==> config.mk <==
export PLATFORM = sky130hd
export DESIGN_NAME = nvm_read_seq
export DESIGN_NICKNAME = d
export VERILOG_FILES = /design/src/rtl/nvm_read_pkg.sv /design/src/rtl/nvm_access_timer.sv /design/src/rtl/nvm_byte_capture.sv /design/src/rtl/nvm_read_seq.sv
export SDC_FILE = /design/constraint.sdc
export NUM_CORES = 1
export LEC_CHECK = 0
export ABC_CLOCK_PERIOD_IN_PS = 1900
export BUFFER_PORTS_ARGS = -buffer_cell sky130_fd_sc_hd__buf_2
export CAP_MARGIN = 20
export CORE_MARGIN = 2
export CORE_UTILIZATION = 48
export CTS_BUF_LIST = sky130_fd_sc_hd__clkbuf_16
export CTS_CLUSTER_SIZE = 14
export DETAILED_ROUTE_END_ITERATION = 10
export PLACE_DENSITY = 0.78
export SYNTH_ARGS = -nofsm -noshare
export SYNTH_HDL_FRONTEND = slang
export SYNTH_SLANG_ARGS = --single-unit
==> constraint.sdc <==
create_clock -name clk -period 1.9 [get_ports clk]
set_input_delay 0.095 -clock clk [delete_from_list [all_inputs] [get_ports clk]]
set_output_delay 0.095 -clock clk [all_outputs]
set_load 0.005 [all_outputs]
==> src/rtl/nvm_read_pkg.sv <==
package nvm_read_pkg;

    localparam int DEF_ACC_CE = 8;
    localparam int DEF_ACC_OE = 3;

    typedef enum logic [1:0] {
        SEQ_IDLE    = 2'd0,
        SEQ_ACCESS  = 2'd1,
        SEQ_RELEASE = 2'd2
    } seq_state_t;

    typedef struct packed {
        logic ce_n;
        logic oe_n;
        logic busy;
    } bus_ctl_t;

    localparam bus_ctl_t CTL_STANDBY = '{ce_n: 1'b1, oe_n: 1'b1, busy: 1'b0};

    function automatic int gate_lead(input int acc_ce, input int acc_oe);
        return acc_ce - acc_oe;
    endfunction

endpackage

==> src/rtl/nvm_access_timer.sv <==
module nvm_access_timer #(
    parameter int ACC_CE = nvm_read_pkg::DEF_ACC_CE,
    parameter int ACC_OE = nvm_read_pkg::DEF_ACC_OE
) (
    input  logic clk,
    input  logic rst,
    input  logic start,
    input  logic run,
    output logic gate_hit,
    output logic done_hit
);
    localparam int LEAD = nvm_read_pkg::gate_lead(ACC_CE, ACC_OE);
    localparam int CW   = (ACC_CE < 2) ? 1 : $clog2(ACC_CE + 1);

    logic [CW-1:0] cnt_q;

    always_ff @(posedge clk) begin
        if (rst || start) begin
            cnt_q <= '0;
        end else if (run) begin
            cnt_q <= cnt_q + 1'b1;
        end
    end

    assign done_hit = run && (cnt_q == CW'(ACC_CE - 1));

    generate
        if (LEAD > 0) begin : g_late_gate
            assign gate_hit = run && (cnt_q == CW'(LEAD - 1));
        end else begin : g_early_gate
            assign gate_hit = 1'b0;
        end
    endgenerate

    // the count never passes the capture point while an access runs
    assert_cnt_bound_R4: assert property (@(posedge clk) disable iff (rst)
        run |-> (cnt_q <= CW'(ACC_CE - 1)));

endmodule

==> src/rtl/nvm_byte_capture.sv <==
module nvm_byte_capture #(
    parameter int DATA_W = 8
) (
    input  logic              clk,
    input  logic              rst,
    input  logic              load,
    input  logic [DATA_W-1:0] bus_in,
    output logic [DATA_W-1:0] data_q
);
    always_ff @(posedge clk) begin
        if (rst) begin
            data_q <= '0;
        end else if (load) begin
            data_q <= bus_in;
        end
    end
endmodule

==> src/rtl/nvm_read_seq.sv <==
module nvm_read_seq
    import nvm_read_pkg::*;
#(
    parameter int ADDR_W    = 18,
    parameter int DATA_W    = 8,
    parameter int ACC_CE    = DEF_ACC_CE,
    parameter int ACC_OE    = DEF_ACC_OE,
    parameter bit BACK2BACK = 1'b1
) (
    input  logic              clk,
    input  logic              rst,
    input  logic              req_valid,
    input  logic [ADDR_W-1:0] req_addr,
    output logic              busy,
    output logic              rd_valid,
    output logic [DATA_W-1:0] rd_data,
    output logic [ADDR_W-1:0] mem_addr,
    output logic              mem_ce_n,
    output logic              mem_oe_n,
    input  logic [DATA_W-1:0] mem_dq
);
    localparam int   LEAD      = gate_lead(ACC_CE, ACC_OE);
    localparam logic GATE_INIT = (LEAD > 0) ? 1'b1 : 1'b0;

    seq_state_t        state_q;
    bus_ctl_t          ctl_q;
    logic [ADDR_W-1:0] addr_q;
    logic              valid_q;
    logic              gate_hit, done_hit;
    logic              take_idle, take_b2b, timer_start;

    assign take_idle   = (state_q == SEQ_IDLE) && req_valid;
    assign take_b2b    = BACK2BACK && (state_q == SEQ_RELEASE) && req_valid
                         && (req_addr != addr_q);
    assign timer_start = take_idle || take_b2b;

    nvm_access_timer #(.ACC_CE(ACC_CE), .ACC_OE(ACC_OE)) i_timer (
        .clk      (clk),
        .rst      (rst),
        .start    (timer_start),
        .run      (state_q == SEQ_ACCESS),
        .gate_hit (gate_hit),
        .done_hit (done_hit)
    );

    nvm_byte_capture #(.DATA_W(DATA_W)) i_capture (
        .clk    (clk),
        .rst    (rst),
        .load   (done_hit),
        .bus_in (mem_dq),
        .data_q (rd_data)
    );

    always_ff @(posedge clk) begin
        if (rst) begin
            state_q <= SEQ_IDLE;
            ctl_q   <= CTL_STANDBY;
            addr_q  <= '0;
            valid_q <= 1'b0;
        end else begin
            valid_q <= 1'b0;
            unique case (state_q)
                SEQ_IDLE: begin
                    if (req_valid) begin
                        addr_q     <= req_addr;
                        ctl_q.ce_n <= 1'b0;
                        ctl_q.oe_n <= GATE_INIT;
                        ctl_q.busy <= 1'b1;
                        state_q    <= SEQ_ACCESS;
                    end
                end
                SEQ_ACCESS: begin
                    if (gate_hit) begin
                        ctl_q.oe_n <= 1'b0;
                    end
                    if (done_hit) begin
                        valid_q    <= 1'b1;
                        ctl_q.oe_n <= 1'b1;
                        ctl_q.busy <= 1'b0;
                        state_q    <= SEQ_RELEASE;
                    end
                end
                SEQ_RELEASE: begin
                    if (take_b2b) begin
                        addr_q     <= req_addr;
                        ctl_q.oe_n <= GATE_INIT;
                        ctl_q.busy <= 1'b1;
                        state_q    <= SEQ_ACCESS;
                    end else begin
                        ctl_q.ce_n <= 1'b1;
                        state_q    <= SEQ_IDLE;
                    end
                end
                default: begin
                    ctl_q   <= CTL_STANDBY;
                    state_q <= SEQ_IDLE;
                end
            endcase
        end
    end

    assign busy     = ctl_q.busy;
    assign rd_valid = valid_q;
    assign mem_addr = addr_q;
    assign mem_ce_n = ctl_q.ce_n;
    assign mem_oe_n = ctl_q.oe_n;

    // output gate only opens inside a selected cycle
    assert_gate_inside_select_R5: assert property (@(posedge clk) disable iff (rst)
        !mem_oe_n |-> !mem_ce_n);

    // chip select lifts only after the gate closed one cycle earlier
    assert_gate_before_select_R5: assert property (@(posedge clk) disable iff (rst)
        $rose(mem_ce_n) |-> $past(mem_oe_n));

    // strobe lasts one cycle and follows a cycle with the gate open
    assert_strobe_single_R4: assert property (@(posedge clk) disable iff (rst)
        rd_valid |=> !rd_valid);
    assert_strobe_after_gate_R4: assert property (@(posedge clk) disable iff (rst)
        rd_valid |-> $past(!mem_oe_n));

    // busy ends only together with the strobe
    assert_busy_ends_with_data_R4: assert property (@(posedge clk) disable iff (rst)
        $fell(busy) |-> rd_valid);

    // address holds while an access stays in flight
    assert_addr_hold_R6: assert property (@(posedge clk) disable iff (rst)
        (busy && $past(busy)) |-> $stable(mem_addr));

endmodule

# --- Word-level counts from Yosys, hierarchy flattened ---
# Cells that the tools add are included.
word_totals:
  word_cells: 50
  register_bits: 36
  input_bits: 29
op_classes:
  eq_ne: 10
  n_mux: 15
  n_bitwise: 1
  reduce_logical: 15
  n_addsub: 1
op_table:
  columns: ["operator", "count"]
  rows:
  - ["$mux 18", 2]
  - ["$pmux 18 s2", 1]
  - ["$ne 18x18->1", 1]
  - ["$pmux 2 s3", 2]
  - ["$reduce_and 3->1", 4]
  - ["$eq 4x3->1 const B", 2]
  - ["$mux 2", 4]
  - ["$ne 2x2->1 const B", 4]
  - ["$logic_and 1x1->1", 5]
  - ["$add 4x1->4 const B", 1]
  - ["$mux 1", 4]
  - ["$mux 3", 1]
  - ["$ne 3x3->1 const B", 1]
  - ["$pmux 1 s3", 1]
  - ["$eq 2x1->1 const B", 1]
  - ["$eq 2x2->1 const B", 1]
  - ["$logic_not 2->1", 1]
  - ["$logic_or 1x1->1", 2]
  - ["$reduce_and 2->1", 1]
  - ["$reduce_bool 2->1", 1]
  - ["$reduce_or 2->1", 1]
  - ["$not 1->1", 1]

# --- Depth between registers and ports, before layout ---
# Gate-level depths: netlist (run 1).
logic_depth:
  ltp_word: 5
  ltp_mapped: 7
  mapped_depth_nobuf: 6

# --- Cells and area by module ---
# A second synthesis (run 1) with hierarchy kept.
hier_totals:
  hier_cells: 147
  area_unflattened_um2: 1547.7
modules_own_cells:
  columns: ["module", "instances", "cells_per_inst", "area_each_um2"]
  rows:
  - ["nvm_read_seq", 1, 97, 1024.7]
  - ["nvm_byte_capture", 1, 26, 285.3]
  - ["nvm_access_timer", 1, 24, 237.7]

# --- Worst setup path before layout (run 1) ---
# OpenSTA, ideal clock, no wires.
synth_timing:
  kind: "register to register"
  from: "register addr_q[3], in the netlist mem_addr[3]"
  to: "register addr_q[1], in the netlist mem_addr[1]"
  period_less_slack_ns: 1.643
  n_path_buf: 1
  slack_ns: 0.257
  path_stages_with_launch: 8
  arrival_time_ns: 1.515
  cell_sequence: "dfxtp_1 > inv_1 > a22o_1 > nor4_4 > a311o_2 > buf_12 > mux2i_1 > nor2_1"
synth_between:
  elab_chain_len: 4
synth_lines:
  columns: ["element", "line_no", "source"]
  rows:
  - ["from (decl)", "nvm_read_seq.sv:27", "logic [ADDR_W-1:0] addr_q;"]
  - ["from (signal assigned)", "nvm_read_seq.sv:65", "addr_q <= req_addr;"]
  - ["from (signal assigned)", "nvm_read_seq.sv:85", "addr_q <= req_addr;"]
  - ["$ne 18x18->1", "nvm_read_seq.sv:34", "&& (req_addr != addr_q);"]
  - ["$logic_and 1x1->1", "nvm_read_seq.sv:34", null]
  - ["$ne 2x2->1 (no line)", null, null]
  - ["$reduce_and 3->1 (no line)", null, null]
# Every way passes these cells.
# A chain may end at the register's enable or synchronous reset.

# --- Worst setup path in the final report (run 1) ---
layout_timing:
  from: "register addr_q[3], in the netlist mem_addr[3]"
  to: "register addr_q[11], in the netlist mem_addr[11]"
# Same word-level chain as after synthesis.

==> results of run 1 <==
[through the flow]
stage / hold slack (ns) / utilization, % / worst slack [ns] / instances
after floorplan: 0.239 / - / 0.257 / 160
after global placement: 0.328 / 61.9 / 0.143 / 259
after detailed placement: 0.341 / 61.9 / 0.124 / 259
after CTS: 0.0501 / 66.4 / 0.0972 / 267
after global routing: 0.0642 / 66.6 / 0.0175 / 267
final: 0.0534 / 66.6 / 0.162 / 267
[cells in the final DEF, fill, tap and decap left out]
cell type	Yosys	layout
sky130_fd_sc_hd__buf_2	1	58
sky130_fd_sc_hd__dfxtp_1	36	36
sky130_fd_sc_hd__nor2_1	32	32
sky130_fd_sc_hd__mux2i_1	26	26
sky130_fd_sc_hd__xnor2_1	15	15
sky130_fd_sc_hd__inv_1	7	7
sky130_fd_sc_hd__clkbuf_16	0	5
sky130_fd_sc_hd__nand4_1	4	4
sky130_fd_sc_hd__nand2_1	4	4
sky130_fd_sc_hd__nor2b_1	4	4
sky130_fd_sc_hd__a21oi_1	3	3
sky130_fd_sc_hd__buf_4	0	3
sky130_fd_sc_hd__nand2b_1	2	2
sky130_fd_sc_hd__xor2_1	2	2
sky130_fd_sc_hd__a221o_1	2	2
sky130_fd_sc_hd__ha_1	2	2
sky130_fd_sc_hd__clkinv_2	0	2
sky130_fd_sc_hd__or2b_1	1	1
sky130_fd_sc_hd__o2111ai_1	1	1
sky130_fd_sc_hd__nor3_2	0	1
sky130_fd_sc_hd__a22o_1	1	1
sky130_fd_sc_hd__o22ai_1	1	1
sky130_fd_sc_hd__nor4_4	1	1
sky130_fd_sc_hd__a311o_2	1	1
sky130_fd_sc_hd__nand2b_2	1	1
sky130_fd_sc_hd__and3_1	1	1
sky130_fd_sc_hd__a31oi_1	1	1
sky130_fd_sc_hd__o211ai_1	1	1
sky130_fd_sc_hd__a21o_1	1	1
sky130_fd_sc_hd__or3_1	1	1
sky130_fd_sc_hd__a211o_1	1	1
sky130_fd_sc_hd__clkinv_1	0	1
sky130_fd_sc_hd__buf_12	2	1
[sequential cells by signal, indices dropped and copies added (netlist names)]
signal	count
mem_addr	18
state_q	2
mem_oe_n	1
mem_ce_n	1
i_capture.data_q	8
busy	1
rd_valid	1
i_timer.cnt_q	4
[metal layers]
metal | global-route usage [%] | part of all wire, % | wire [microns] | vias up
met5 | 0 | 0 | 0 | -
met4 | 8.21 | 1.8 | 56 | 0
met3 | 7.98 | 5.4 | 171 | 6
met2 | 34.3 | 51 | 1620 | 27
met1 | 22.6 | 42 | 1340 | 586
li1 | - | - | - | 660
[cell families after synthesis]
family                   share of synthesized area [%]
buffers and inverters                             5.42
AO/OA/AOI/OAI                                     6.28
adder cells (fa/ha/maj)                           1.57
flip-flops                                        45.2
XOR/XNOR                                          9.34
AND/OR/NAND/NOR                                   15.9
multiplexers                                      16.3
[final timing paths]
kind                from                   to
max          mem_addr[3]         mem_addr[11]
min            mem_dq[2]  i_capture.data_q[2]
max reg2reg  mem_addr[3]         mem_addr[11]
min reg2reg         busy                 busy
[worst max-delay path, cell delays in order, from the launching register on]
cell	delay [ns]
sky130_fd_sc_hd__dfxtp_1	0.34
sky130_fd_sc_hd__inv_1	0.06
sky130_fd_sc_hd__a22o_1	0.20
sky130_fd_sc_hd__nor4_4	0.32
sky130_fd_sc_hd__a311o_2	0.26
sky130_fd_sc_hd__buf_12	0.17
sky130_fd_sc_hd__mux2i_1	0.21
sky130_fd_sc_hd__nor2_1	0.05
[power groups by stage]
stage	sequential (uW)	combinational (uW)	clock, uW
2_1_floorplan	832	144	0
5_1_grt	820	256	811
6_report	816	227	769
3_3_place_gp	831	225	0
4_1_cts	816	230	788
3_5_place_dp	831	229	0
[layout make-up]
class	instances	area (sq um)
clock buffer	5	125
fill	291	1040
timing repair buffer	62	333
tap	44	55.1
clock inverter	3	13.8
multi-input combinational	110	792
sequential	36	721
inverter	7	26.3
==> summary.md, run 1 <==
* total design power: 1810 uW
* Area Overhead vs Synth: 29.6%
* last weighted congestion value of the routability-driven placer: 0.769
* vias in the first global route: 1252
* setup-violating endpoint count in the final report: 0
* layout cell share with drive strength beyond 1: 32.7%
* minimum setup slack among reg-to-reg paths: 0.16 ns
* final routed wire length divided by cell count: 11.9 microns
* sequential group share of total power: 45.0%
* Post-synth EDFFs: 0
* Setup crit start kind: flip-flop
* final design area excluding fillers: 2070 sq um
* DIE AREA: 3800 sq um
* via count: 1279
* fraction of power spent switching nets: 23.6%
* TritonCTS sink count: 36
* number of vias per cell after detailed routing: 4.79
* number of distinct library cell variants in the gate-level netlist after synthesis: 30
* H-Tree Depth: 2
* leakage: 0.000986 uW
* latest clock arrival within the worst-skew pair: 0.28 ns
* number of buffers on the longest clock path: 2
* P_int: 1380 uW
* flops & latches, synth: 36
* Post-Syn Instances: 160
* top_reg_cell synth: sky130_fd_sc_hd__dfxtp_1
* number of hold buffers added after cts: 0
* leading post-synthesis cells by cell area: sky130_fd_sc_hd__dfxtp_1, sky130_fd_sc_hd__mux2i_1, sky130_fd_sc_hd__xnor2_1
* initial antenna violation count: 0
* max-slew headroom at the worst pin: 61.8%
* sort of element at the end of the critical path: flip-flop
* clock slew at the register clock pins of the worst setup and hold paths: 0.05 ns
* number of failing hold endpoints at the final stage: 0
* worst r2r path cells: 7
* status: finished clean
* post-synth top area cell: sky130_fd_sc_hd__dfxtp_1
* Iter 0 DRT Violations: 44
* synthesized net count: 191
* total power density per cell area: 877 nW/um^2
* pin count of the biggest net entering global routing: 33
* syn avg cell area: 9.96 sq um
* floorplan row count: 20
* post-CTS setup buffer count: 0
* core box area: 3100 sq um
* # port buffers: 58
* TritonCTS buffer count: 5
* # Max-Cap Violations: 0
* arrival time at the worst endpoint: 1.88 ns
* Clock Skew: 0.00283 ns
* fraction of the cycle the final worst path needs: 91.5%
* antenna-violating nets left: 0
* Post-synth ARST share: 0%
* Worst Path Required: 2.05 ns
* Cells on Worst Hold Path: 3
* count of unresolved DRC violations after routing: 0
* RSZ-0062 raised after global routing: false
* # resized after CTS: 0
* Peak VDD IR: 696 uV
* starting utilization of the core area: 51.4%
* area share of the leading cell type in the synthesized netlist: 45.2%
* cell area after synthesis: 1590 sq um
* post-detailed-placement half-perimeter wirelength: 2410 microns
* Slew @ Worst Pin: 0.573 ns
* Area after DPL: 1920 sq um
* Max Fanout on Critical Path: 15
* worst hold path type: input port to flip-flop
* global-route wire length before repair: 5460 microns
* commonest cells in the synthesized netlist: sky130_fd_sc_hd__dfxtp_1, sky130_fd_sc_hd__nor2_1, sky130_fd_sc_hd__mux2i_1
* most frequent cell after synthesis: sky130_fd_sc_hd__dfxtp_1
* global-route congestion overflow total: 0
* total net switching power: 428 uW
* total routing resource utilization after global routing: 20.2%
* Max Transition Viols Final: 0
* Root Buffer Master: sky130_fd_sc_hd__clkbuf_16
* summed negative setup slack over all endpoints: 0 ns
* fin crit period: 1.74 ns
* Syn. warnings: 0
* register area share after synthesis: 45.2%
* CTS tree: done
* proportion of power drawn by the clock network: 42.4%
* max frequency: 0.575 GHz
* Layout Nets: 253
* start-to-end type of the worst setup path: flip-flop to flip-flop
* wire length after detailed routing: 3190 microns
* diodes inserted: 0
* Comb pwr share: 12.5%
* total iterations of the first detailed-routing run: 4
* die width: 61.6 microns
* Die Span Y: 61.6 microns
* Ports: 59
No activity file was read; power rests on OpenSTA's default activity.
==> inputs of run 2 (changes only) <==
ABC_CLOCK_PERIOD_IN_PS = 1470   (was 1900)
CORE_UTILIZATION = 43   (was 48)
PLACE_DENSITY = 0.74   (was 0.78)
clock period = 1.47 ns   (was 1.9 ns; I/O delays follow)
==> run 2 against run 1 <==
- the run now ends with negative setup slack left
- cell area increased by 13%
- largest cell class unchanged
- sequential power grew 29%
- maximum frequency shrank 1.4%
- global-route usage decreased by 2.6 points
- first-iteration DRC count up 11%
- clock-buffer cell count is the same
- final cell count up 8.6%
- clock power up 25%
- flip-flop and latch count is the same
- wire length is 6.9% higher
==> summary.md, run 2 (same netlist as run 1, synthesis figures left out) <==
* status: finished, violations left, was finished clean
* violations in the final reports: negative setup slack
* antenna-violating nets left: 0, unchanged
* DIE AREA: 4210 sq um, was 3800 sq um
* latest clock arrival within the worst-skew pair: 0.28 ns, about the same
* TritonCTS buffer count: 5, unchanged
* commonest non-fill, non-tap cells in the layout: sky130_fd_sc_hd__buf_2, sky130_fd_sc_hd__nor2_1, sky130_fd_sc_hd__dfxtp_1, was sky130_fd_sc_hd__buf_2, sky130_fd_sc_hd__dfxtp_1, sky130_fd_sc_hd__nor2_1
* post-detailed-placement half-perimeter wirelength: 2460 microns, was 2410 microns
* vias in the first global route: 1258, was 1252
* final routed wire length divided by cell count: 11.8 microns, was 11.9 microns
* pin count of the biggest net entering global routing: 33, unchanged
* Area Overhead vs Synth: 45.8%, was 29.6%
* Slew @ Worst Pin: 0.590 ns, was 0.573 ns
* RSZ-0062 raised after global routing: true, was false
* number of buffers on the longest clock path: 2, unchanged
* most common library cell in the layout ignoring fill and taps: sky130_fd_sc_hd__buf_2, unchanged
* via count: 1383, was 1279
* floorplan row count: 22, was 20
* fin worst setup slack: -0.293 ns, was 0.162 ns
* fin crit period: 1.76 ns, was 1.74 ns
* starting utilization of the core area: 44.2%, was 51.4%
* summed negative setup slack over all endpoints: -5.47 ns, was 0 ns
* # Max-Cap Violations: 0, unchanged
* H-Tree Depth: 2, unchanged
* total power density per cell area: 1030 nW/um^2, was 877 nW/um^2
* global-route wire length before repair: 5620 microns, was 5460 microns
* diodes inserted: 0, unchanged
* total iterations of the first detailed-routing run: 5, was 4
* Iter 0 DRT Violations: 49, was 44
* initial antenna violation count: 0, unchanged
* CTS tree: done, unchanged
* area taken by multi-input logic gates: 862 sq um, was 792 sq um
* count of unresolved DRC violations after routing: 0, unchanged
* Worst Path Required: 1.61 ns, was 2.05 ns
* fraction of power spent switching nets: 23.3%, was 23.6%
* hold path startpoint: mem_dq[4], was mem_dq[2]
* Comb pwr share: 15.9%, was 12.5%
* start-to-end type of the worst setup path: flip-flop to flip-flop, unchanged
* Layout Nets: 273, was 253
* total net switching power: 560 uW, was 428 uW
* final design area excluding fillers: 2320 sq um, was 2070 sq um
* flip-flop count of the largest register after layout: 18, unchanged
* storage element area: 727 sq um, was 721 sq um
* arrival time at the worst endpoint: 1.90 ns, was 1.88 ns
* Peak VDD IR: 521 uV, was 696 uV
* highest cell delay on the worst timing path: 0.31 ns, was 0.34 ns
* largest delay contributor family on the critical path: simple AND/OR/NAND/NOR gates, was compound AO/OA/AOI/OAI gates
* die width: 64.9 microns, was 61.6 microns
* TritonCTS sink count: 36, unchanged
* setup-violating endpoint count in the final report: 25, was 0
* layout cell share with drive strength beyond 1: 44.2%, was 32.7%
* Root Buffer Master: sky130_fd_sc_hd__clkbuf_16, unchanged
* number of fill cells in the layout: 295, was 291
* worst setup path startpoint: mem_addr[8], was mem_addr[3]
* sort of element at the end of the critical path: flip-flop, unchanged
* Area after DPL: 2090 sq um, was 1920 sq um
* global-route congestion overflow total: 0, unchanged
* post-route worst hold slack: 0.0352 ns, was 0.0534 ns
* # port buffers: 58, unchanged
* max-slew headroom at the worst pin: 60.7%, was 61.8%
* core box area: 3610 sq um, was 3100 sq um
* number of buffers and inverters on the critical path: 1, was 2
* P_int: 1840 uW, was 1380 uW
* worst hold path type: input port to flip-flop, unchanged
* Clock Skew: 0.00371 ns, was 0.00283 ns
* wire length after detailed routing: 3410 microns, was 3190 microns
* critical path, cell by cell: xnor2_1, nand4_1, nor3_2, a311o_2, clkbuf_16, mux2i_1, nor2_1, was inv_1, a22o_1, nor4_4, a311o_2, buf_12, mux2i_1, nor2_1
* Ports: 59, unchanged
* startpoint of the most critical register-to-register path: mem_addr[8], was mem_addr[3]
* total routing resource utilization after global routing: 17.6%, was 20.2%
* Die Span Y: 64.9 microns, was 61.6 microns
* fraction of the cycle the final worst path needs: 120%, was 91.5%
* leakage: 0.00112 uW, was 0.000986 uW
* Max stage delay cell, worst path: sky130_fd_sc_hd__dfxtp_1, unchanged
* max frequency: 0.567 GHz, was 0.575 GHz
* sequential group share of total power: 43.9%, was 45.0%
* Max Fanout on Critical Path: 8, was 15
* total design power: 2400 uW, was 1810 uW
* number of failing hold endpoints at the final stage: 0, unchanged
* number of vias per cell after detailed routing: 4.77, was 4.79
* clock slew at the register clock pins of the worst setup and hold paths: 0.05 ns, about the same
* Setup crit start kind: flip-flop, unchanged
* proportion of power drawn by the clock network: 40.2%, was 42.4%
* Max Transition Viols Final: 0, unchanged
* last weighted congestion value of the routability-driven placer: 0.786, was 0.769
## run 2: changes by cell type in the layout (fill, tap and decap cells not counted), sizes merged
cell	previous run	this run
clkbuf	5	6
clkinv	3	2
buf	62	81
## run 2: layout make-up
cell class                      instances  area share [%]
Clock inverter                          2           0.323
Inverter                                7            1.13
Multi-Input combinational cell        110            37.1
Tap cell                               48            2.58
Clock buffer                            5            5.38
Sequential cell                        36            31.3
Timing Repair Buffer                   82            22.2
## run 2: layer usage
layer	routed length (microns)	track usage (%)
met5	0	0
met4	82	10.4
met3	124	3.30
met2	1600	29.0
met1	1600	21.3
## run 2: final timing paths
check	slack [ns]	cells past startpoint	to
min reg2reg	0.49	2	i_capture.data_q[2]
max reg2reg	-0.29	7	mem_addr[12]
max	-0.29	7	mem_addr[12]
min	0.04	3	i_capture.data_q[4]
## run 2: tightest hold or removal path: stages
cell and delay, ns:
sky130_fd_sc_hd__buf_2 0.07, sky130_fd_sc_hd__mux2i_1 0.05, sky130_fd_sc_hd__nor2_1 0.07
## run 2: power groups by stage
stage / Combinational [uW] / Clock, uW / Sequential (uW)
2_1_floorplan: 190 / 0 / 1080
3_3_place_gp: 343 / 0 / 1070
3_5_place_dp: 348 / 0 / 1070
4_1_cts: 354 / 985 / 1050
5_1_grt: 417 / 1030 / 1060
6_report: 382 / 965 / 1050
## run 2: stage by stage
| step | setup slack [ns] | util (%) | instances |
|---|---|---|---|
| after detailed placement | -0.202 | 58.1 | 282 |
| after CTS | -0.211 | 62.2 | 289 |
| after global routing | -0.352 | 64.5 | 290 |
| after floorplan | -0.143 | - | 160 |
| after global placement | -0.179 | 58.1 | 282 |
| final | -0.293 | 64.5 | 290 |
## run 2: repair_timing
action                                  CTS  global route
hold buffers                              0             0
endpoints found under the setup margin   25            34
buffers inserted                          1             0
cloned                                    0             1
gates resized for setup                   3            12
pin swaps                                 3            10
==> inputs of run 3 (changes only) <==
CTS_BUF_LIST = default   (was sky130_fd_sc_hd__clkbuf_16)
GPL_ROUTABILITY_DRIVEN = 0   (was default)
==> run 3 against run 2 <==
- the flow still finishes with violations (negative setup slack)
- critical path depth unchanged
- worst hold slack worse by 0.010 ns
- sequential power hardly changed
- register-to-register slack improved by 0.03 ns
==> summary.md, run 3 (same netlist as run 1, synthesis figures left out) <==
* status: finished, violations left, unchanged
* violations in the final reports: negative setup slack, unchanged
* cell count after placement: 282, unchanged
* clock slew at the register clock pins of the worst setup and hold paths: 0.07 ns, was 0.05 ns
* max-slew headroom at the worst pin: 61.3%, was 60.7%
* H-Tree Depth: 2, unchanged
* storage element area: 731 sq um, was 727 sq um
* # port buffers: 58, unchanged
* wire length after detailed routing: 3490 microns, was 3410 microns
* RSZ-0062 raised after global routing: true, unchanged
* fin crit period: 1.74 ns, was 1.76 ns
* highest cell delay on the worst timing path: 0.34 ns, was 0.31 ns
* global-route congestion overflow total: 0, unchanged
* area taken by multi-input logic gates: 868 sq um, was 862 sq um
* diodes inserted: 0, unchanged
* core box area: 3610 sq um, unchanged
* die width: 64.9 microns, unchanged
* Peak VDD IR: 519 uV, was 521 uV
* count of unresolved DRC violations after routing: 0, unchanged
* number of buffers and inverters on the critical path: 2, was 1
* flip-flop count of the largest register after layout: 18, unchanged
* Max Fanout on Critical Path: 8, unchanged
* TritonCTS buffer count: 5, unchanged
* minimum setup slack among reg-to-reg paths: -0.27 ns, was -0.29 ns
* Clock Skew: 0.00257 ns, was 0.00371 ns
* antenna-violating nets left: 0, unchanged
* critical path, cell by cell: inv_2, a22o_1, nor4_4, a311o_2, clkbuf_16, mux2i_1, nor2_1, was xnor2_1, nand4_1, nor3_2, a311o_2, clkbuf_16, mux2i_1, nor2_1
* total iterations of the first detailed-routing run: 4, was 5
* max frequency: 0.576 GHz, was 0.567 GHz
* Ports: 59, unchanged
* Max Transition Viols Final: 0, unchanged
* post-route non-filler standard cell count: 292, was 290
* worst hold path type: input port to flip-flop, unchanged
* total routing resource utilization after global routing: 17.4%, was 17.6%
* global-route wire length before repair: 5550 microns, was 5620 microns
* pin count of the biggest net entering global routing: 33, unchanged
* commonest non-fill, non-tap cells in the layout: sky130_fd_sc_hd__buf_2, sky130_fd_sc_hd__nor2_1, sky130_fd_sc_hd__dfxtp_1, unchanged
* total design power: 2190 uW, was 2400 uW
* via count: 1378, was 1383
* final routed wire length divided by cell count: 12.0 microns, was 11.8 microns
* # Max-Cap Violations: 0, unchanged
* DIE AREA: 4210 sq um, unchanged
* starting utilization of the core area: 44.2%, unchanged
* number of fill cells in the layout: 308, was 295
* worst r2r dst: mem_addr[15], was mem_addr[12]
* post-detailed-placement half-perimeter wirelength: 2460 microns, unchanged
* number of vias per cell after detailed routing: 4.72, was 4.77
* Area Overhead vs Synth: 45.4%, was 45.8%
* CTS tree: done, unchanged
* TritonCTS sink count: 36, unchanged
* fraction of the cycle the final worst path needs: 118%, was 120%
* Worst Path Required: 1.62 ns, was 1.61 ns
* Iter 0 DRT Violations: 65, was 49
* Root Buffer Master: sky130_fd_sc_hd__clkbuf_8, was sky130_fd_sc_hd__clkbuf_16
* most common library cell in the layout ignoring fill and taps: sky130_fd_sc_hd__buf_2, unchanged
* largest delay contributor family on the critical path: compound AO/OA/AOI/OAI gates, was simple AND/OR/NAND/NOR gates
* Layout Nets: 275, was 273
* setup-violating endpoint count in the final report: 25, unchanged
* hold path startpoint: mem_dq[4], unchanged
* Max stage delay cell, worst path: sky130_fd_sc_hd__dfxtp_2, was sky130_fd_sc_hd__dfxtp_1
* number of failing hold endpoints at the final stage: 0, unchanged
* vias in the first global route: 1242, was 1258
* start-to-end type of the worst setup path: flip-flop to flip-flop, unchanged
* number of buffers on the longest clock path: 2, unchanged
* startpoint of the most critical register-to-register path: mem_addr[3], was mem_addr[8]
* minimum setup slack after placement: -0.202 ns, unchanged
* total power density per cell area: 944 nW/um^2, was 1030 nW/um^2
* worst min-delay path endpoint: i_capture.data_q[4], unchanged
* Setup crit start kind: flip-flop, unchanged
* sort of element at the end of the critical path: flip-flop, unchanged
* fin worst setup slack: -0.266 ns, was -0.293 ns
* summed negative setup slack over all endpoints: -4.96 ns, was -5.47 ns
* Cells on Worst Hold Path: 3, unchanged
* floorplan row count: 22, unchanged
* arrival time at the worst endpoint: 1.89 ns, was 1.90 ns
* Die Span Y: 64.9 microns, unchanged
* Finished Core Util: 64.3%, was 64.5%
* leakage: 0.00112 uW, about the same
* Slew @ Worst Pin: 0.580 ns, was 0.590 ns
* latest clock arrival within the worst-skew pair: 0.28 ns, about the same
* layout cell share with drive strength beyond 1: 46.3%, was 44.2%
* worst r2r path cells: 7, unchanged
* initial antenna violation count: 0, unchanged
-- run 3: changes by cell type in the layout (fill, tap and decap cells not counted), moves of 2 or more --
| cell | change |
|---|---|
| sky130_fd_sc_hd__dfxtp_2 | +3 |
| sky130_fd_sc_hd__dfxtp_1 | -3 |
| sky130_fd_sc_hd__clkbuf_8 | +7 |
| sky130_fd_sc_hd__clkbuf_16 | -5 |
| sky130_fd_sc_hd__clkinv_1 | -2 |
-- run 3: how the worst max path moves through the flow --
stage	start	to	cells past startpoint
5_1_grt	mem_addr[3]	mem_addr[15]	7
6_report	mem_addr[3]	mem_addr[15]	7
2_1_floorplan	mem_addr[3]	mem_addr[3]	7
4_1_cts	mem_addr[3]	mem_addr[4]	7
3_3_place_gp	mem_addr[3]	mem_addr[14]	7
3_5_place_dp	mem_addr[3]	mem_addr[14]	7
-- run 3: timing repair --
item,4_1_cts,5_1_grt
gates cloned,0,1
pin swaps,5,15
setup endpoints to repair,25,34
buffers inserted,2,3
hold buffers,0,0
resized for setup,5,14
-- run 3: layer usage --
layer	part of all wire (%)	global-route usage, %
met1	44	19.8
met2	51	29.9
met3	3.8	4.86
met4	1.3	7.98
met5	0	0
-- run 3: power breakdown --
| group | internal (uW) | switching, uW | total, uW | leakage, uW |
|---|---|---|---|---|
| combinational | 220 | 172 | 392 | 0.000770 |
| clock | 417 | 325 | 742 | 0.0000503 |
| sequential | 1020 | 33.1 | 1050 | 0.000297 |
-- run 3: layout make-up --
cell class	instances	share of cell area [%]
multi-input combinational	110	37.5
sequential	36	31.5
timing repair buffer	84	23.1
clock buffer	7	4.16
tap	48	2.59
inverter	7	1.13
-- run 3: worst min-delay path: cells and delay by family --
family | cells | cell delay [ns]
mux | 1 | 0.05
simple gates | 1 | 0.07
buf+inv | 1 | 0.07
-- run 3: metrics by stage --
stage          hold slack [ns]  area, sq um
6_report                0.0252         2320
3_5_place_dp             0.318         2090
5_1_grt                 0.0212         2320
2_1_floorplan            0.217         1610
3_3_place_gp             0.305         2090
4_1_cts                 0.0168         2210
